**src/rtl/tw_pkg.sv**
```systemverilog
package tw_pkg;

    typedef logic [1:0] score_t;

    localparam score_t SCORE_TOP = 2'd3;
    localparam score_t SCORE_BOT = 2'd0;

    typedef enum logic [1:0] {
        STEP_HOLD,
        STEP_UP,
        STEP_DOWN,
        STEP_CLEAR
    } step_e;

    typedef struct packed {
        score_t score;
        logic   ok;
    } verdict_t;

endpackage

```
**src/rtl/tw_sync.sv**
```systemverilog
module tw_sync #(
    parameter int STAGES = 2
) (
    input  logic clk_i,
    input  logic rst_i,
    input  logic d_i,
    output logic q_o
);

    logic [STAGES-1:0] chain_d, chain_q;

    generate
        if (STAGES == 1) begin : g_single
            always_comb chain_d = d_i;
        end else begin : g_multi
            always_comb chain_d = {chain_q[STAGES-2:0], d_i};
        end
    endgenerate

    always_ff @(posedge clk_i) begin
        if (rst_i) chain_q <= '0;
        else       chain_q <= chain_d;
    end

    assign q_o = chain_q[STAGES-1];

endmodule

```
**src/rtl/tw_interval.sv**
```systemverilog
module tw_interval #(
    parameter int LO_LIM   = 80,
    parameter int HI_LIM   = 170,
    parameter int DROP_LIM = 250
) (
    input  logic clk_i,
    input  logic rst_i,
    input  logic trig_s_i,
    input  logic ok_i,
    output logic edge_o,
    output logic good_o,
    output logic timeout_o
);

    localparam int CW = $clog2(DROP_LIM + 1);
    localparam logic [CW-1:0] LO_W   = CW'(LO_LIM);
    localparam logic [CW-1:0] HI_W   = CW'(HI_LIM);
    localparam logic [CW-1:0] DROP_W = CW'(DROP_LIM);
    localparam logic [CW-1:0] ONE_W  = CW'(1);

    typedef struct packed {
        logic          prev;
        logic [CW-1:0] cnt;
    } ivl_t;

    ivl_t          st_d, st_q;
    logic          rise;
    logic [CW-1:0] lo_b, hi_b;

    always_comb begin
        st_d      = st_q;
        st_d.prev = trig_s_i;
        rise      = trig_s_i & ~st_q.prev;

        if (rise)                   st_d.cnt = ONE_W;
        else if (st_q.cnt != DROP_W) st_d.cnt = st_q.cnt + ONE_W;

        lo_b = ok_i ? (LO_W - ONE_W) : LO_W;
        hi_b = ok_i ? (HI_W - ONE_W) : HI_W;

        edge_o    = rise;
        good_o    = rise && (st_q.cnt >= lo_b) && (st_q.cnt <= hi_b);
        timeout_o = !rise && (st_q.cnt == DROP_W);
    end

    always_ff @(posedge clk_i) begin
        if (rst_i) st_q <= '0;
        else       st_q <= st_d;
    end

endmodule

```
**src/rtl/tw_verdict.sv**
```systemverilog
module tw_verdict
    import tw_pkg::*;
(
    input  logic   clk_i,
    input  logic   rst_i,
    input  logic   edge_i,
    input  logic   good_i,
    input  logic   timeout_i,
    input  logic   fault_i,
    output score_t score_o,
    output logic   ok_o
);

    verdict_t v_d, v_q;
    step_e    step;

    always_comb begin
        if (fault_i || timeout_i)                    step = STEP_CLEAR;
        else if (edge_i && good_i && v_q.score != SCORE_TOP)  step = STEP_UP;
        else if (edge_i && !good_i && v_q.score != SCORE_BOT) step = STEP_DOWN;
        else                                         step = STEP_HOLD;

        v_d = v_q;
        unique case (step)
            STEP_CLEAR: v_d.score = SCORE_BOT;
            STEP_UP:    v_d.score = v_q.score + 2'd1;
            STEP_DOWN:  v_d.score = v_q.score - 2'd1;
            default:    v_d.score = v_q.score;
        endcase

        if (v_d.score == SCORE_TOP)      v_d.ok = 1'b1;
        else if (v_d.score == SCORE_BOT) v_d.ok = 1'b0;
    end

    always_ff @(posedge clk_i) begin
        if (rst_i) v_q <= '0;
        else       v_q <= v_d;
    end

    assign score_o = v_q.score;
    assign ok_o    = v_q.ok;

endmodule

```
**src/rtl/trigwin_supervisor.sv**
```systemverilog
module trigwin_supervisor #(
    parameter int LO_LIM      = 80,
    parameter int HI_LIM      = 170,
    parameter int DROP_LIM    = 250,
    parameter int SYNC_STAGES = 2
) (
    input  logic       clk_i,
    input  logic       rst_i,
    input  logic       trig_i,
    input  logic       osc_err_i,
    output logic [1:0] score_o,
    output logic       wd_ok_o
);

    logic trig_s_w, osc_s_w;
    logic edge_w, good_w, timeout_w;

    tw_sync #(.STAGES(SYNC_STAGES)) u_sync_trig (
        .clk_i (clk_i),
        .rst_i (rst_i),
        .d_i   (trig_i),
        .q_o   (trig_s_w)
    );

    tw_sync #(.STAGES(SYNC_STAGES)) u_sync_osc (
        .clk_i (clk_i),
        .rst_i (rst_i),
        .d_i   (osc_err_i),
        .q_o   (osc_s_w)
    );

    tw_interval #(
        .LO_LIM   (LO_LIM),
        .HI_LIM   (HI_LIM),
        .DROP_LIM (DROP_LIM)
    ) u_interval (
        .clk_i     (clk_i),
        .rst_i     (rst_i),
        .trig_s_i  (trig_s_w),
        .ok_i      (wd_ok_o),
        .edge_o    (edge_w),
        .good_o    (good_w),
        .timeout_o (timeout_w)
    );

    tw_verdict u_verdict (
        .clk_i     (clk_i),
        .rst_i     (rst_i),
        .edge_i    (edge_w),
        .good_i    (good_w),
        .timeout_i (timeout_w),
        .fault_i   (osc_s_w),
        .score_o   (score_o),
        .ok_o      (wd_ok_o)
    );

endmodule

```
**config.mk**
```make
export PLATFORM = sky130hd
export DESIGN_NAME = trigwin_supervisor
export DESIGN_NICKNAME = d
export VERILOG_FILES = /design/src/rtl/tw_pkg.sv /design/src/rtl/tw_sync.sv /design/src/rtl/tw_interval.sv /design/src/rtl/tw_verdict.sv /design/src/rtl/trigwin_supervisor.sv
export SDC_FILE = /design/constraint.sdc
export NUM_CORES = 1
export LEC_CHECK = 0
export BUFFER_PORTS_ARGS = -buffer_cell sky130_fd_sc_hd__buf_2
export CAP_MARGIN = 10
export CORE_AREA = 2 2 46 48
export CTS_CLUSTER_SIZE = 28
export DETAILED_ROUTE_END_ITERATION = 6
export DIE_AREA = 0 0 48 50
export GPL_TIMING_DRIVEN = 0
export HOLD_SLACK_MARGIN = 0.02
export PLACE_DENSITY = 0.72
export SYNTH_ARGS = -nofsm -noshare
export SYNTH_HDL_FRONTEND = slang
export SYNTH_SLANG_ARGS = --single-unit
```
**constraint.sdc**
```tcl
create_clock -name clk_i -period 2.6 [get_ports clk_i]
set_input_delay 0.65 -clock clk_i [delete_from_list [all_inputs] [get_ports clk_i]]
set_output_delay 0.65 -clock clk_i [all_outputs]
set_load 0.02 [all_outputs]
```
==> results.txt, run 1 <==
status: complete, but fails checks
violated checks: setup timing
CP Data Arrival Time: 2.97 ns
vias in the first global route: 686
Design Area, Final: 0.001117 mm2
Num CTS Buffers: 3
Startpoint Class: flop
die width: 48 um
Vias per Instance: 5.286
routability congestion estimate: 0.7818
Cell Area, Placed: 992.2 um2
n_diodes: 0
CTS Root Cell: clkbuf_4
area leader, netlist: dfxtp_1
peak supply drop: 342.6 uV
antenna violations before repair: 0
clock power share: 33.6%
commonest cells after routing, fill and taps aside: dfxtp_1, nor2_1, a21oi_1, nor2b_1, ha_1
post-synthesis register bit count: 16
commonest non-fill, non-tap cell in the layout: dfxtp_1
Gate power share: 12.8%
Reg2Reg Depth: 14
fin worst setup slack: -0.1992 ns
hpwl dp: 1.203 mm
top sig layer: met4
largest fanout on the critical path: 5
minimum clock period: 2.799 ns
Switching Fraction: 24.51%
Worst Skew: 0.004711 ns
RSZ-0062 raised after global routing: yes
Total GRT Usage: 18.00%
Mapped Nets: 109
Max Buffers Root-to-Sink: 2
metal3 WL: 29 um
I/O Buffers: 5
worst hold path class: reg2reg
drt total wl: 1.752 mm
Die H: 50 um
Max-Cap Viols: 0
final hold slack: 0.4529 ns
total core area: 0.001902 mm2
htree depth: 1
sequential fraction of design power: 53.6%
Setup-failing EPs final: 1
fin. max-slew vios: 0
Cell Rows: 16
crit path kind: reg2reg
Antenna Nets Post-Route: 0
First-pass DRT Iterations: 4
Crit. End Element: flop
Mean Syn Cell Area: 9.384 um2
Top Ports: 7
Synth area leaders: dfxtp_1, ha_1, nor2b_1
Worst slew margin: 72.61%
final hold vios: 0
first-pass GRT wire length: 3.049 mm
clock sinks: 16
post-synthesis cell area: 882.1 um2
DR WL/cell: 13.17 um
Switching Power: 119.7 uW
full die area: 0.002400 mm2
Power Density: 437.0 mW/mm2
post-synth top area share: 36.31%
Power Total: 488.3 uW
YS warnings: 0
Seq/Total Area, Yosys: 36.31%
drc violations: 0
CP required: 2.77 ns
leakage power: 0.4187 nW
worst-skew pair later-pin latency: 0.29 ns
initial core utilization: 46.38%
final period utilization: 107.7%
Mapped Cells: 94
fmax: 0.3572 GHz
share of layout cells above drive strength 1: 33.02%
met1 wire length: 781 um
GR Overflow Total: 0
Netlist cell types: 30
Least-Margin Pin Slew: 0.4108 ns
CTS tree: done
largest net degree at the start of global routing: 11
WL met2: 911 um
via count: 703
Nets: 122
Area Growth Syn to Fin: 26.67%
hold path cells: 1
internal power: 368.6 uW
CTS clk-pin slew, worst paths: 0.09 ns
DRT iter0 DRCs: 10
sequential cells by signal, summed over array words and instances (netlist names), named ones only:
| register | cells |
|---|---|
| u_interval.st_q | 9 |
| u_sync_osc.chain_q | 2 |
| u_sync_trig.chain_q | 2 |
| u_verdict.ok_o | 1 |
| u_verdict.score_o | 1 |
metrics by stage:
stage | util (%) | setup TNS [ns] | setup slack [ns] | cells
3_3_place_gp | 52.17 | -0.1760 | -0.1760 | 126
4_1_cts | 58.36 | -0.1736 | -0.1736 | 132
5_1_grt | 58.75 | -0.3870 | -0.3870 | 133
3_5_place_dp | 52.17 | -0.2656 | -0.2656 | 126
2_1_floorplan | - | -0.01871 | -0.01871 | 94
6_report | 58.75 | -0.1992 | -0.1992 | 133
cell type report:
type	count	area, um2
well taps	27	33.78
multi-input cells	74	654.4
repair buffers	8	47.55
fillers	173	784.5
flip-flops and latches	16	327.8
clock buffers	4	36.28
plain buffers	1	3.754
inverters	3	13.76
power by group through the flow:
| stage | clock network, mW | registers, mW | logic, mW |
|---|---|---|---|
| after global routing | 0.184 | 0.263 | 0.0721 |
| after detailed placement | 0 | 0.266 | 0.0550 |
| after global placement | 0 | 0.266 | 0.0529 |
| final | 0.164 | 0.262 | 0.0626 |
| after CTS | 0.170 | 0.262 | 0.0616 |
| after floorplan | 0 | 0.265 | 0.0436 |
worst max-delay path, cell delays in order (launching register included):
cell and delay [ns]:
dfxtp_4 0.40, inv_4 0.06, ha_4 0.24, o21bai_1 0.19
a21oi_2 0.08, o22ai_2 0.20, a31oi_4 0.08, a21boi_2 0.26
ha_4 0.18, xor2_2 0.15, o21bai_1 0.08, a22o_1 0.23
ha_1 0.30, mux2i_1 0.18, nor2_1 0.05
layer usage:
metal	global-route usage (%)	up-vias
met2	28.89	9
met4	6.757	0
met5	0	-
met1	22.32	332
met3	4.396	4
li1	-	358
cells in the mapped netlist:
cell	count
dfxtp_1	16
ha_1	11
a21oi_1	8
nor2_1	8
nor2b_1	7
nand3_1	4
o21ai_0	4
inv_1	3
nand2b_1	3
nor3_1	3
xnor2_1	3
xor2_1	3
nand2_1	2
o21bai_1	2
or3_2	2
a21boi_0	1
a21o_1	1
a21oi_2	1
a22o_1	1
a31oi_1	1
clkbuf_1	1
mux2i_1	1
nand4_2	1
nand4b_1	1
nor3b_1	1
nor4b_4	1
o211ai_1	1
o22ai_1	1
o31a_1	1
o31ai_1	1
path summary, 6_finish.rpt:
| kind | startpoint | to | slack [ns] |
|---|---|---|---|
| worst max-delay path | u_verdict.ok_o | u_verdict.ok_o | -0.20 |
| worst min-delay path | u_sync_osc.chain_q[0] | u_sync_osc.chain_q[1] | 0.45 |
| worst max register to register | u_verdict.ok_o | u_verdict.ok_o | -0.20 |
| worst min register to register | u_sync_osc.chain_q[0] | u_sync_osc.chain_q[1] | 0.45 |
kinds of logic (layout without fill, tap and decap cells):
| logic type | count (synthesis) | count (layout) | synth area share [%] |
|---|---|---|---|
| compound gates | 23 | 23 | 16.31 |
| xor+xnor | 6 | 6 | 5.959 |
| fa+ha+maj | 11 | 11 | 15.60 |
| buf+inv | 4 | 16 | 1.702 |
| flops | 16 | 16 | 36.31 |
| mux | 1 | 1 | 1.135 |
| simple gates | 33 | 33 | 22.98 |
what timing repair did:
action | 4_1_cts | 5_1_grt
pin swaps | 5 | 2
endpoints found under the hold margin | 0 | 0
hold buffers | 0 | 0
setup buffers | 2 | 1
endpoints found under the setup margin | 1 | 1
resized for setup | 14 | 0
(Power assumes the default switching activity.)
==> run 2: changes to the inputs <==
Settings changed: BUFFER_PORTS_ARGS -buffer_cell sky130_fd_sc_hd__buf_2 to unset, DONT_BUFFER_PORTS set to 1, PLACE_DENSITY 0.72 to 0.69, RECOVER_POWER set to 25.
==> run 2 against run 1 <==
- the run still ends with setup timing left
- sequential share of layout area increased by 2.1 points
- fmax shrank 1.6%
- clock skew rose by 0.0060 ns
- clock power about the same
- largest cell class unchanged
- largest power group unchanged
==> results.txt, run 2 (synthesis gave the netlist of run 1 again) <==
fmax: 0.3516 GHz (-1.6%)
First-pass DRT Iterations: 4 (unchanged)
CTS Root Cell: clkbuf_4
# Post-CTS Setup Buffers: 0 (-2)
CP Data Arrival Time: 3.02 ns (+0.05 ns)
crit path kind: reg2reg
Reg2Reg Depth: 14 (unchanged)
fin util: 54.21% (-4.5 points)
final hold slack: 0.4532 ns (+0.0003780 ns)
hpwl dp: 1.193 mm (-0.83%)
drc violations: 0 (unchanged)
routability congestion estimate: 0.6980 (-11%)
CP Capture Point: u_verdict.ok_o
Max-Cap Viols: 0 (unchanged)
CTS tree: done
Reg with most FFs: u_interval.st_q
final hold vios: 0 (unchanged)
GR Overflow Total: 0 (unchanged)
violated checks: setup timing
final period utilization: 109.4% (+1.7 points)
Least-Margin Pin Slew: 0.4218 ns (+0.01100 ns)
first-pass GRT wire length: 2.684 mm (-12%)
die width: 48 um (unchanged)
fill count: 170 (-1.7%)
Antenna Nets Post-Route: 0 (unchanged)
Num CTS Buffers: 3 (unchanged)
R2R Setup Slk: -0.24 ns (-0.04 ns)
RSZ-0062 raised after global routing: yes
Setup-failing EPs final: 1 (unchanged)
DR WL/cell: 12.39 um (-5.9%)
peak supply drop: 407.8 uV (+19%)
commonest cells after routing, fill and taps aside: dfxtp_1, a21oi_1, nor2_1, nor2b_1, ha_1
full die area: 0.002400 mm2 (unchanged)
fin worst setup slack: -0.2441 ns (-0.04487 ns)
I/O Buffers: 0 (-5)
Hold Path Origin: u_sync_osc.chain_q[0]
worst slack at placement: -0.3217 ns (-0.05609 ns)
status: complete, but fails checks
CP required: 2.78 ns (about the same)
worst-skew pair later-pin latency: 0.29 ns (about the same)
n_diodes: 0 (unchanged)
Total GRT Usage: 15.55% (-2.5 points)
clock sinks: 16 (unchanged)
fin. max-slew vios: 0 (unchanged)
Max Buffers Root-to-Sink: 2 (unchanged)
htree depth: 1 (unchanged)
worst hold path class: reg2reg
Power Total: 478.1 uW (-2.1%)
Vias per Instance: 5.264 (-0.41%)
Crit. End Element: flop
max reg flops: 9 (unchanged)
DRT iter0 DRCs: 12 (+2)
leakage power: 0.3733 nW (-11%)
FF-to-FF End: u_verdict.ok_o
initial core utilization: 46.38% (unchanged)
minimum clock period: 2.844 ns (+0.04487 ns)
Power Density: 463.8 mW/mm2 (+6.1%)
Startpoint Class: flop
antenna violations before repair: 0 (unchanged)
commonest non-fill, non-tap cell in the layout: dfxtp_1
Nets: 114 (-6.6%)
CTS clk-pin slew, worst paths: 0.09 ns (about the same)
via count: 658 (-6.4%)
Worst Setup SP: u_verdict.ok_o
placed cells: 121 (-4.0%)
Worst slew margin: 71.84% (-0.77 points)
Area Growth Syn to Fin: 16.88%
Worst Skew: 0.01076 ns (+0.006048 ns)
Cell Rows: 16 (unchanged)
total core area: 0.001902 mm2 (unchanged)
fin cells: 125 (-6.0%)
largest fanout on the critical path: 6 (+1)
Largest regs: u_interval.st_q (9), u_sync_osc.chain_q (2), u_sync_trig.chain_q (2)
largest net degree at the start of global routing: 11 (unchanged)
r2r startpoint: u_verdict.ok_o
Top Ports: 7 (unchanged)
share of layout cells above drive strength 1: 21.43% (-12 points)
vias in the first global route: 683 (-0.44%)
Die H: 50 um (unchanged)
drt total wl: 1.549 mm (-12%)
## run 2: per-stage QoR
stage / TNS (ns) / area (um2)
floorplan: -0.01871 / 933.4
global placement: -0.2124 / 967.2
detailed placement: -0.3217 / 967.2
CTS: -0.2687 / 1028
global route: -0.3923 / 1031
finish: -0.2441 / 1031
## run 2: how the worst min path moves through the flow
stage / cells past startpoint / endpoint
2_1_floorplan: 1 / u_sync_osc.chain_q[1]
3_3_place_gp: 1 / u_sync_trig.chain_q[1]
3_5_place_dp: 1 / u_sync_trig.chain_q[1]
4_1_cts: 1 / u_sync_osc.chain_q[1]
5_1_grt: 1 / u_sync_osc.chain_q[0]
6_report: 1 / u_sync_osc.chain_q[1]
## run 2: power by group
group | switching (mW) | internal, mW | leakage (nW) | total [mW]
Sequential | 0.0103 | 0.252 | 0.131 | 0.262
Combinational | 0.0269 | 0.0268 | 0.221 | 0.0537
Clock | 0.0771 | 0.0854 | 0.0210 | 0.162
Total | 0.114 | 0.364 | 0.373 | 0.478
## run 2: critical path, stage by stage (launching register included)
cell and delay, ns:
dfxtp_4 0.46, inv_6 0.06, ha_4 0.24, nand2b_1 0.14, a21oi_1 0.15, o22ai_1 0.11
a31oi_2 0.26, a21boi_2 0.11, ha_2 0.21, xor2_2 0.15, o21bai_1 0.08, a22o_1 0.23
ha_1 0.30, mux2i_1 0.18, nor2_1 0.05
## run 2: what timing repair did
| item | CTS | global route |
|---|---|---|
| pin swaps | 2 | 1 |
| setup endpoints to repair | 1 | 1 |
| hold buffers | 0 | 0 |
| resized for setup | 5 | 1 |
## run 2: layer usage
metal  vias up  GRT usage [%]  wire length [um]
met5         -              0                 0
met4         0          6.757                27
met3         3          4.396                37
met2         8          26.22               763
met1       305          17.19               721
li1        342              -                 -
## run 2: final cells by class
cell class / count / area, um2 / area share (%)
Clock buffer: 4 / 36.28 / 3.519
Tap cell: 27 / 33.78 / 3.277
Buffer: 1 / 3.754 / 0.3641
Inverter: 3 / 16.27 / 1.578
Sequential cell: 16 / 324.1 / 31.43
Multi-Input combinational cell: 74 / 616.8 / 59.83
